<file path="src/rtl/own_buf_tbl.sv">
// Outstanding-buffer table: NBUF entries of (region id, offset, length).
// Reports range overlap and exact match against the query, per-region
// occupancy, and fill level. Assumes ins only when not full and rem only on
// an exact hit.
module own_buf_tbl #(
    parameter int NBUF = 16,
    parameter int RIDW = 2,
    parameter int AW   = 16,
    localparam int BIW = $clog2(NBUF),
    localparam int CW  = $clog2(NBUF + 1)
) (
    input  logic            clk,
    input  logic            rst_n,
    input  logic [RIDW-1:0] q_rid,
    input  logic [AW-1:0]   q_off,
    input  logic [AW-1:0]   q_len,
    input  logic            ins,
    input  logic            rem,
    output logic            overlap,
    output logic            exact_hit,
    output logic            rid_busy,
    output logic            full,
    output logic            empty,
    output logic [CW-1:0]   cnt
);
    logic [NBUF-1:0] vld, ov, ex, same;
    logic [RIDW-1:0] e_rid [NBUF];
    logic [AW-1:0]   e_off [NBUF];
    logic [AW-1:0]   e_len [NBUF];
    logic [BIW-1:0]  free_idx, hit_idx;

    // Insert into the lowest free slot, remove the matched slot.
    always_ff @(posedge clk) begin
        if (!rst_n) begin
            vld <= '0;
        end else begin
            if (ins) begin
                vld[free_idx]   <= 1'b1;
                e_rid[free_idx] <= q_rid;
                e_off[free_idx] <= q_off;
                e_len[free_idx] <= q_len;
            end
            if (rem) vld[hit_idx] <= 1'b0;
        end
    end

    // Per-entry comparisons against the query.
    for (genvar i = 0; i < NBUF; i++) begin : g_cmp
        always_comb begin
            same[i] = vld[i] && (e_rid[i] == q_rid);
            ov[i]   = same[i]
                && ({1'b0, q_off} < ({1'b0, e_off[i]} + {1'b0, e_len[i]}))
                && ({1'b0, e_off[i]} < ({1'b0, q_off} + {1'b0, q_len}));
            ex[i]   = same[i] && (e_off[i] == q_off) && (e_len[i] == q_len);
        end
    end

    // Summaries, slot selection and fill count.
    always_comb begin
        overlap   = |ov;
        exact_hit = |ex;
        rid_busy  = |same;
        free_idx  = '0;
        hit_idx   = '0;
        cnt       = '0;
        for (int i = NBUF - 1; i >= 0; i--) begin
            if (!vld[i]) free_idx = BIW'(i);
            if (ex[i])   hit_idx  = BIW'(i);
        end
        for (int i = 0; i < NBUF; i++) cnt = cnt + CW'(vld[i]);
        full  = (cnt == CW'(NBUF));
        empty = (cnt == '0);
    end

    a_r6_insert_not_full: assert property (@(posedge clk) disable iff (!rst_n)
        ins |-> !full);
    a_r5_insert_unique: assert property (@(posedge clk) disable iff (!rst_n)
        ins |-> !overlap);
    a_r7_remove_matches: assert property (@(posedge clk) disable iff (!rst_n)
        rem |-> exact_hit);
    a_r7_remove_shrinks: assert property (@(posedge clk) disable iff (!rst_n)
        (rem && !ins) |=> (cnt == $past(cnt) - CW'(1)));
endmodule

</file>
<file path="config.mk">
export PLATFORM = sky130hd
export DESIGN_NAME = own_buf_tbl
export DESIGN_NICKNAME = d
export VERILOG_FILES = /design/src/rtl/own_buf_tbl.sv
export SDC_FILE = /design/constraint.sdc
export NUM_CORES = 2
export LEC_CHECK = 0
export ABC_AREA = 1
export CAP_MARGIN = 5
export CORE_ASPECT_RATIO = 1.2
export CORE_UTILIZATION = 58
export CTS_CLUSTER_DIAMETER = 40
export DETAILED_ROUTE_END_ITERATION = 10
export PLACE_DENSITY = 0.7
export SLEW_MARGIN = 10
export SYNTH_ARGS = -nofsm -noshare
export SYNTH_HDL_FRONTEND = slang
export SYNTH_SLANG_ARGS = --single-unit
</file>
<file path="constraint.sdc">
create_clock -name clk -period 6.34 [get_ports clk]
set_input_delay 1.268 -clock clk [delete_from_list [all_inputs] [get_ports clk]]
set_output_delay 1.268 -clock clk [all_outputs]
set_load 0.02 [all_outputs]
</file>
## Yosys cells after proc, flatten, opt, wreduce, memory -nomap -nowiden

Memories as Yosys holds them, arrays and structs flattened.
Cells that the tools add are included.

| operators by class | value |
|---|---|
| add/subtract/negate cells | 32 |
| magnitude comparators | 36 |
| equal/unequal tests | 49 |
| mux-type cells | 42 |
| bitwise logic cells | 3 |
| reductions and logical operators | 86 |

Operator list:

| kind | number |
|---|---|
| $lt A16 B17 Y1 | 32 |
| $eq A16 B16 Y1 | 32 |
| $add A16 B16 Y17 | 17 |
| $mux W4 | 32 |
| $logic_and A1 B1 Y1 | 82 |
| $add A5 B1 Y5 | 11 |
| $mux W16 | 3 |
| $reduce_or A16 Y1 | 3 |
| $eq A2 B2 Y1 | 16 |
| $and A16 B16 Y16 | 1 |
| $not A16 Y16 | 1 |
| $or A16 B16 Y16 | 1 |
| $lt A4 B5 Y1 const B | 2 |
| $demux W1 S4 | 2 |
| $ge A4 B1 Y1 const B | 2 |
| $add A4 B1 Y5 | 1 |
| $eq A5 B5 Y1 const B | 1 |
| $logic_not A5 Y1 | 1 |
| $mux W1 | 5 |
| $add A3 B1 Y4 | 1 |
| $add A2 B1 Y3 | 1 |
| $add A1 B1 Y2 | 1 |

| word-level totals | value |
|---|---|
| register bits | 16 |
| bits in writable memories | 544 |
| output and inout port bits | 10 |
| word-level logic and storage cells | 252 |
| memories kept | 3 |

Memories:

| name | words | bits a word | rd ports | clocked after Yosys merged registers in | write ports | line | text |
|---|---|---|---|---|---|---|---|
| e_len | 16 | 16 | 16 | 0 | 1 | 29 | `logic [AW-1:0] e_len [NBUF];` |
| e_off | 16 | 16 | 16 | 0 | 1 | 28 | `logic [AW-1:0] e_off [NBUF];` |
| e_rid | 16 | 2 | 16 | 0 | 1 | 27 | `logic [RIDW-1:0] e_rid [NBUF];` |

## Logic depth before layout (Yosys ltp)

| logic depth | value |
|---|---|
| depth after elaboration | 27 |
| depth in mapped cells | 28 |
| gate-level depth less buffers | 28 |

## Worst setup path after synthesis

No wires, ideal clock.

| timing path | value |
|---|---|
| path kind | input to output |
| start | input port q_off[0] |
| end | output port overlap |
| data arrival time | 4836 ps |
| data required time | 5072 ps |
| path slack | 236 ps |
| stages | 24 |
| buffers on the path | 0 |
| path through | ha_1 -> fa_1 -> nand3_1 -> nand2_1 -> nand2_1 -> o211ai_1 -> a21oi_1 -> nor2_1 -> nor2_1 -> o21ai_0 -> xnor2_1 -> ha_1 -> nand2_1 -> nor2_1 -> a211oi_1 -> o21ai_0 -> nand2_1 -> a21boi_0 -> o21ai_0 -> nand3_1 -> o21a_1 -> nand2_1 -> nor2_1 -> nand2_1 |

| between the ends | value |
|---|---|
| longest elaborated chain between the ends | 4 |
| elaborated cells between the ends (all ways) | 66 |
| classes of those cells | 1 x add/sub; 32 x order compare; 33 x reduce/logical |

Ends and longest elaborated chain:

| item | line | text |
|---|---|---|
| start, declared | 15 | `input logic [AW-1:0] q_off,` |
| $add A16 B16 Y17 / $lt A16 B17 Y1 (equally long branches) | 53, 52 |  |
| $lt A16 B17 Y1 / $logic_and A1 B1 Y1 (equally long branches) | 53, 52 |  |
| $logic_and A1 B1 Y1 | 53 | `&& ({1'b0, e_off[i]} < ({1'b0, q_off} + {1'b0, q_len}));` |
| $reduce_or A16 Y1 (*) | 60 | `overlap = \|ov;` |
| end, declared | 19 | `output logic overlap,` |

Mark *: on every way between the ends. The rest lies on a longest branch, timed or not.

## Worst setup path in the final report

| timing path | value |
|---|---|
| start | input port q_len[0] |
| end | output port overlap |

| between the ends | value |
|---|---|
| longest elaborated chain between the ends | 4 |
| elaborated cells between the ends (all ways) | 34 |
| classes of those cells | 1 x add/sub; 16 x order compare; 17 x reduce/logical |

Ends and longest elaborated chain:

| item | line | text |
|---|---|---|
| start, declared | 16 | `input logic [AW-1:0] q_len,` |
| $add A16 B16 Y17 (*) | 53 |  |
| $lt A16 B17 Y1 | 53 |  |
| $logic_and A1 B1 Y1 | 53 |  |
| $reduce_or A16 Y1 (*) | 60 |  |

Marks and branches as above.

==> flow_summary.json <==
{
  "outcome": "finished with violations",
  "violations": "design-rule violations, negative setup slack",
  "placeableCoreArea_sq_um": 79300,
  "port_buffers": 47,
  "max_freq_ghz": 0.157,
  "worstPathArrival_ns": 5.12,
  "dp_hpwl_um": 114000,
  "ys_warn_count": 0,
  "leakage_nw": 22.2,
  "clock-sinks": 560,
  "grt_usage_pct": 39.6,
  "syn_area_sq_um": 46500,
  "floorplan.initialDensity_pct": 58.6,
  "vias": 39500,
  "cts_root_buffer": "clkbuf_16",
  "final_hold_viol_count": 0,
  "dr.first_iter.drc_count": 4115,
  "worstPathRequired_ns": 5.07,
  "fin_worst_skew_ns": 0.0383,
  "synth.top_cell.area_share_pct": 35.1,
  "firstDrtPassIters": 10,
  "ys_async_sr_fraction_pct": 0,
  "rrSetupSlack_ns": 2.87,
  "placed_area_sq_um": 49800,
  "worstMarginPinSlew_ns": 1.14,
  "cts_tree": "done",
  "layoutNonFillerInstCount": 6322,
  "die_area_sq_um": 81300,
  "ios": 48,
  "grt_overflow": 0,
  "grt_max_degree": 50,
  "synthTopCellsByCount": "ha_1 (757), nand2_1 (754), edfxtp_1 (544)",
  "use_met2_pct": 64.0,
  "setup_slack_ns": -0.0441,
  "first_global_vias": 38200,
  "multi_input_area_sq_um": 28700,
  "period_share_pct": 101,
  "vias_per_cell": 6.25,
  "dp_cells": 6139,
  "use_met1_pct": 50.0,
  "syn_avg_cell_area_sq_um": 9.42,
  "clk_path_buf_depth": 3,
  "hp-start": "vld[1]$_SDFF_PN0_",
  "antenna_found_initial": 12,
  "drtAntennaViolNets": 0,
  "post-synth-top-count-cell": "ha_1",
  "synthCells": 4938,
  "preCtsSetupSlack_ns": -0.796,
  "numCtsBuffers": 92,
  "drc": 8,
  "clk_pin_slew_ns": 0.06,
  "clock_latency_ns": 0.68,
  "areaGrowthSynthToFinish_pct": 15.1,
  "cp-end-kind": "output port",
  "path_max_fanout": 5,
  "reg2reg_from": "vld[14]$_SDFF_PN0_",
  "routed_wl_um": 162000,
  "grt_use_met3_pct": 6.55,
  "synth_largest_area_cell": "edfxtp_1",
  "h-tree-depth": 3,
  "crit_start": "q_len[0]",
  "synth_seq_cells": 560,
  "die-width_um": 260,
  "critPathKind": "input pin to output port",
  "drt-wirelength-per-cell_um": 25.6,
  "area.sequential_sq_um": 16700,
  "ys.flop_type": "edfxtp_1",
  "stdcell_area_sq_um": 53500,
  "yosysSeqAreaShare_pct": 35.8,
  "power_density_nw_per_um2": 214,
  "top_usage_layer": "met2",
  "slew_viol_final": 0,
  "max-cap-violations": 0,
  "n_fill_cell": 6253,
  "synth.distinct_cells": 51,
  "synth.area.top_cells": "edfxtp_1 (35%), ha_1 (20%), xnor2_1 (6.9%)",
  "synth_edf_count": 544,
  "fin_nets": 6032,
  "setup_tns_ns": -0.0441,
  "rsz0062_at_grt": "true",
  "ir_drop_mv": 0.244,
  "period_needed_ns": 6.38,
  "routabilityCongestion": 0.987,
  "rows": 113,
  "drive_above_1_share_pct": 9.67,
  "setup_viol_count_final": 1,
  "hold_path.class": "register to register",
  "synth_fp_nets": 5760,
  "slew_headroom_pct": 24.0,
  "die_h_um": 312,
  "startpoint_type": "input pin",
  "grt_pass1_wl_um": 237000
}
-- timing repair --
action,in CTS,in global routing
resized for setup,27,86
endpoints found under the setup margin,3,4
buffers inserted,9,3
hold buffers,0,0
endpoints found under the hold margin,0,0
pin swaps,8,37
-- flip-flops by register name, summed over array words and instances (netlist names) --
register	count
e_rid	32
e_off	256
vld	16
e_len	256
-- power by group --
part	switching, mW	internal, mW	leakage (nW)
clock network	2.08	3.07	1.53
logic	1.34	0.861	15.7
registers	0.0173	4.08	5.03
total	3.44	8.01	22.2
-- cell families after synthesis --
family / count (synthesis) / share of synthesized area, %
flip-flops: 560 / 35.8
adder cells (fa/ha/maj): 784 / 21.5
XOR/XNOR: 681 / 12.8
AND/OR/NAND/NOR: 1511 / 14.2
buffers and inverters: 464 / 4.12
AO/OA/AOI/OAI: 938 / 11.5
-- final cells by class --
class / instances / area share (%)
clock inverters: 69 / 1.50
flip-flops and latches: 560 / 31.1
repair buffers: 253 / 4.26
diodes: 1 / 0.00468
clock buffers: 101 / 4.40
multi-input cells: 3914 / 53.6
well taps: 1035 / 2.42
inverters: 389 / 2.73
-- through the flow --
step           hold slack (ns)  util (%)  power (mW)
4_1_cts                  0.635      67.0        11.4
3_5_place_dp             0.617      62.8        6.21
6_report                 0.630      67.5        11.4
2_1_floorplan            0.564         -        5.26
3_3_place_gp             0.626      62.8        6.15
5_1_grt                  0.683      67.5        11.8
-- worst max-delay path, stage by stage --
cell      delay, ns
buf_8          0.11
ha_4           0.16
fa_2           0.40
nand3_2        0.07
nand2_2        0.05
nand2_1        0.07
o211ai_1       0.25
buf_4          0.23
buf_4          0.14
xor2_4         0.16
buf_12         0.14
buf_4          0.13
buf_4          0.13
ha_1           0.28
nand2_1        0.07
o21ai_0        0.16
a21oi_1        0.09
o21ai_0        0.15
nand3_1        0.09
a21boi_0       0.20
o21ai_1        0.10
a21oi_2        0.16
nand2_2        0.08
nor2_1         0.13
nand2_2        0.13
buf_6          0.16
-- path summary, 6_finish.rpt --
kind | end | cells after the start
setup / recovery | overlap | 26
hold / removal | vld[1]$_SDFF_PN0_ | 4
setup reg to reg | e_len[9][11]$_DFFE_PP_ | 14
hold reg to reg | vld[1]$_SDFF_PN0_ | 4
-- placed cells by master, fill, tap and decap left out, types with 56 or more instances in the layout --
cell       count
nand3_1      183
edfxtp_1     544
xnor2_1      365
nand2_1      750
nor4_1        56
xor2_1       302
buf_4        187
inv_1        381
nor3_1        63
nor2_1       245
a21oi_1      485
nand4_1      145
o21ai_0      180
clkbuf_16     93
ha_1         737
-- per-layer routing --
layer | part of all wire [%] | vias up
met1 | 38 | 18700
met3 | 9.4 | 559
met5 | 0.032 | -
li1 | - | 18300
met4 | 6.9 | 6
met2 | 45 | 1977
Note: power is estimated with default switching activity, not from simulation.
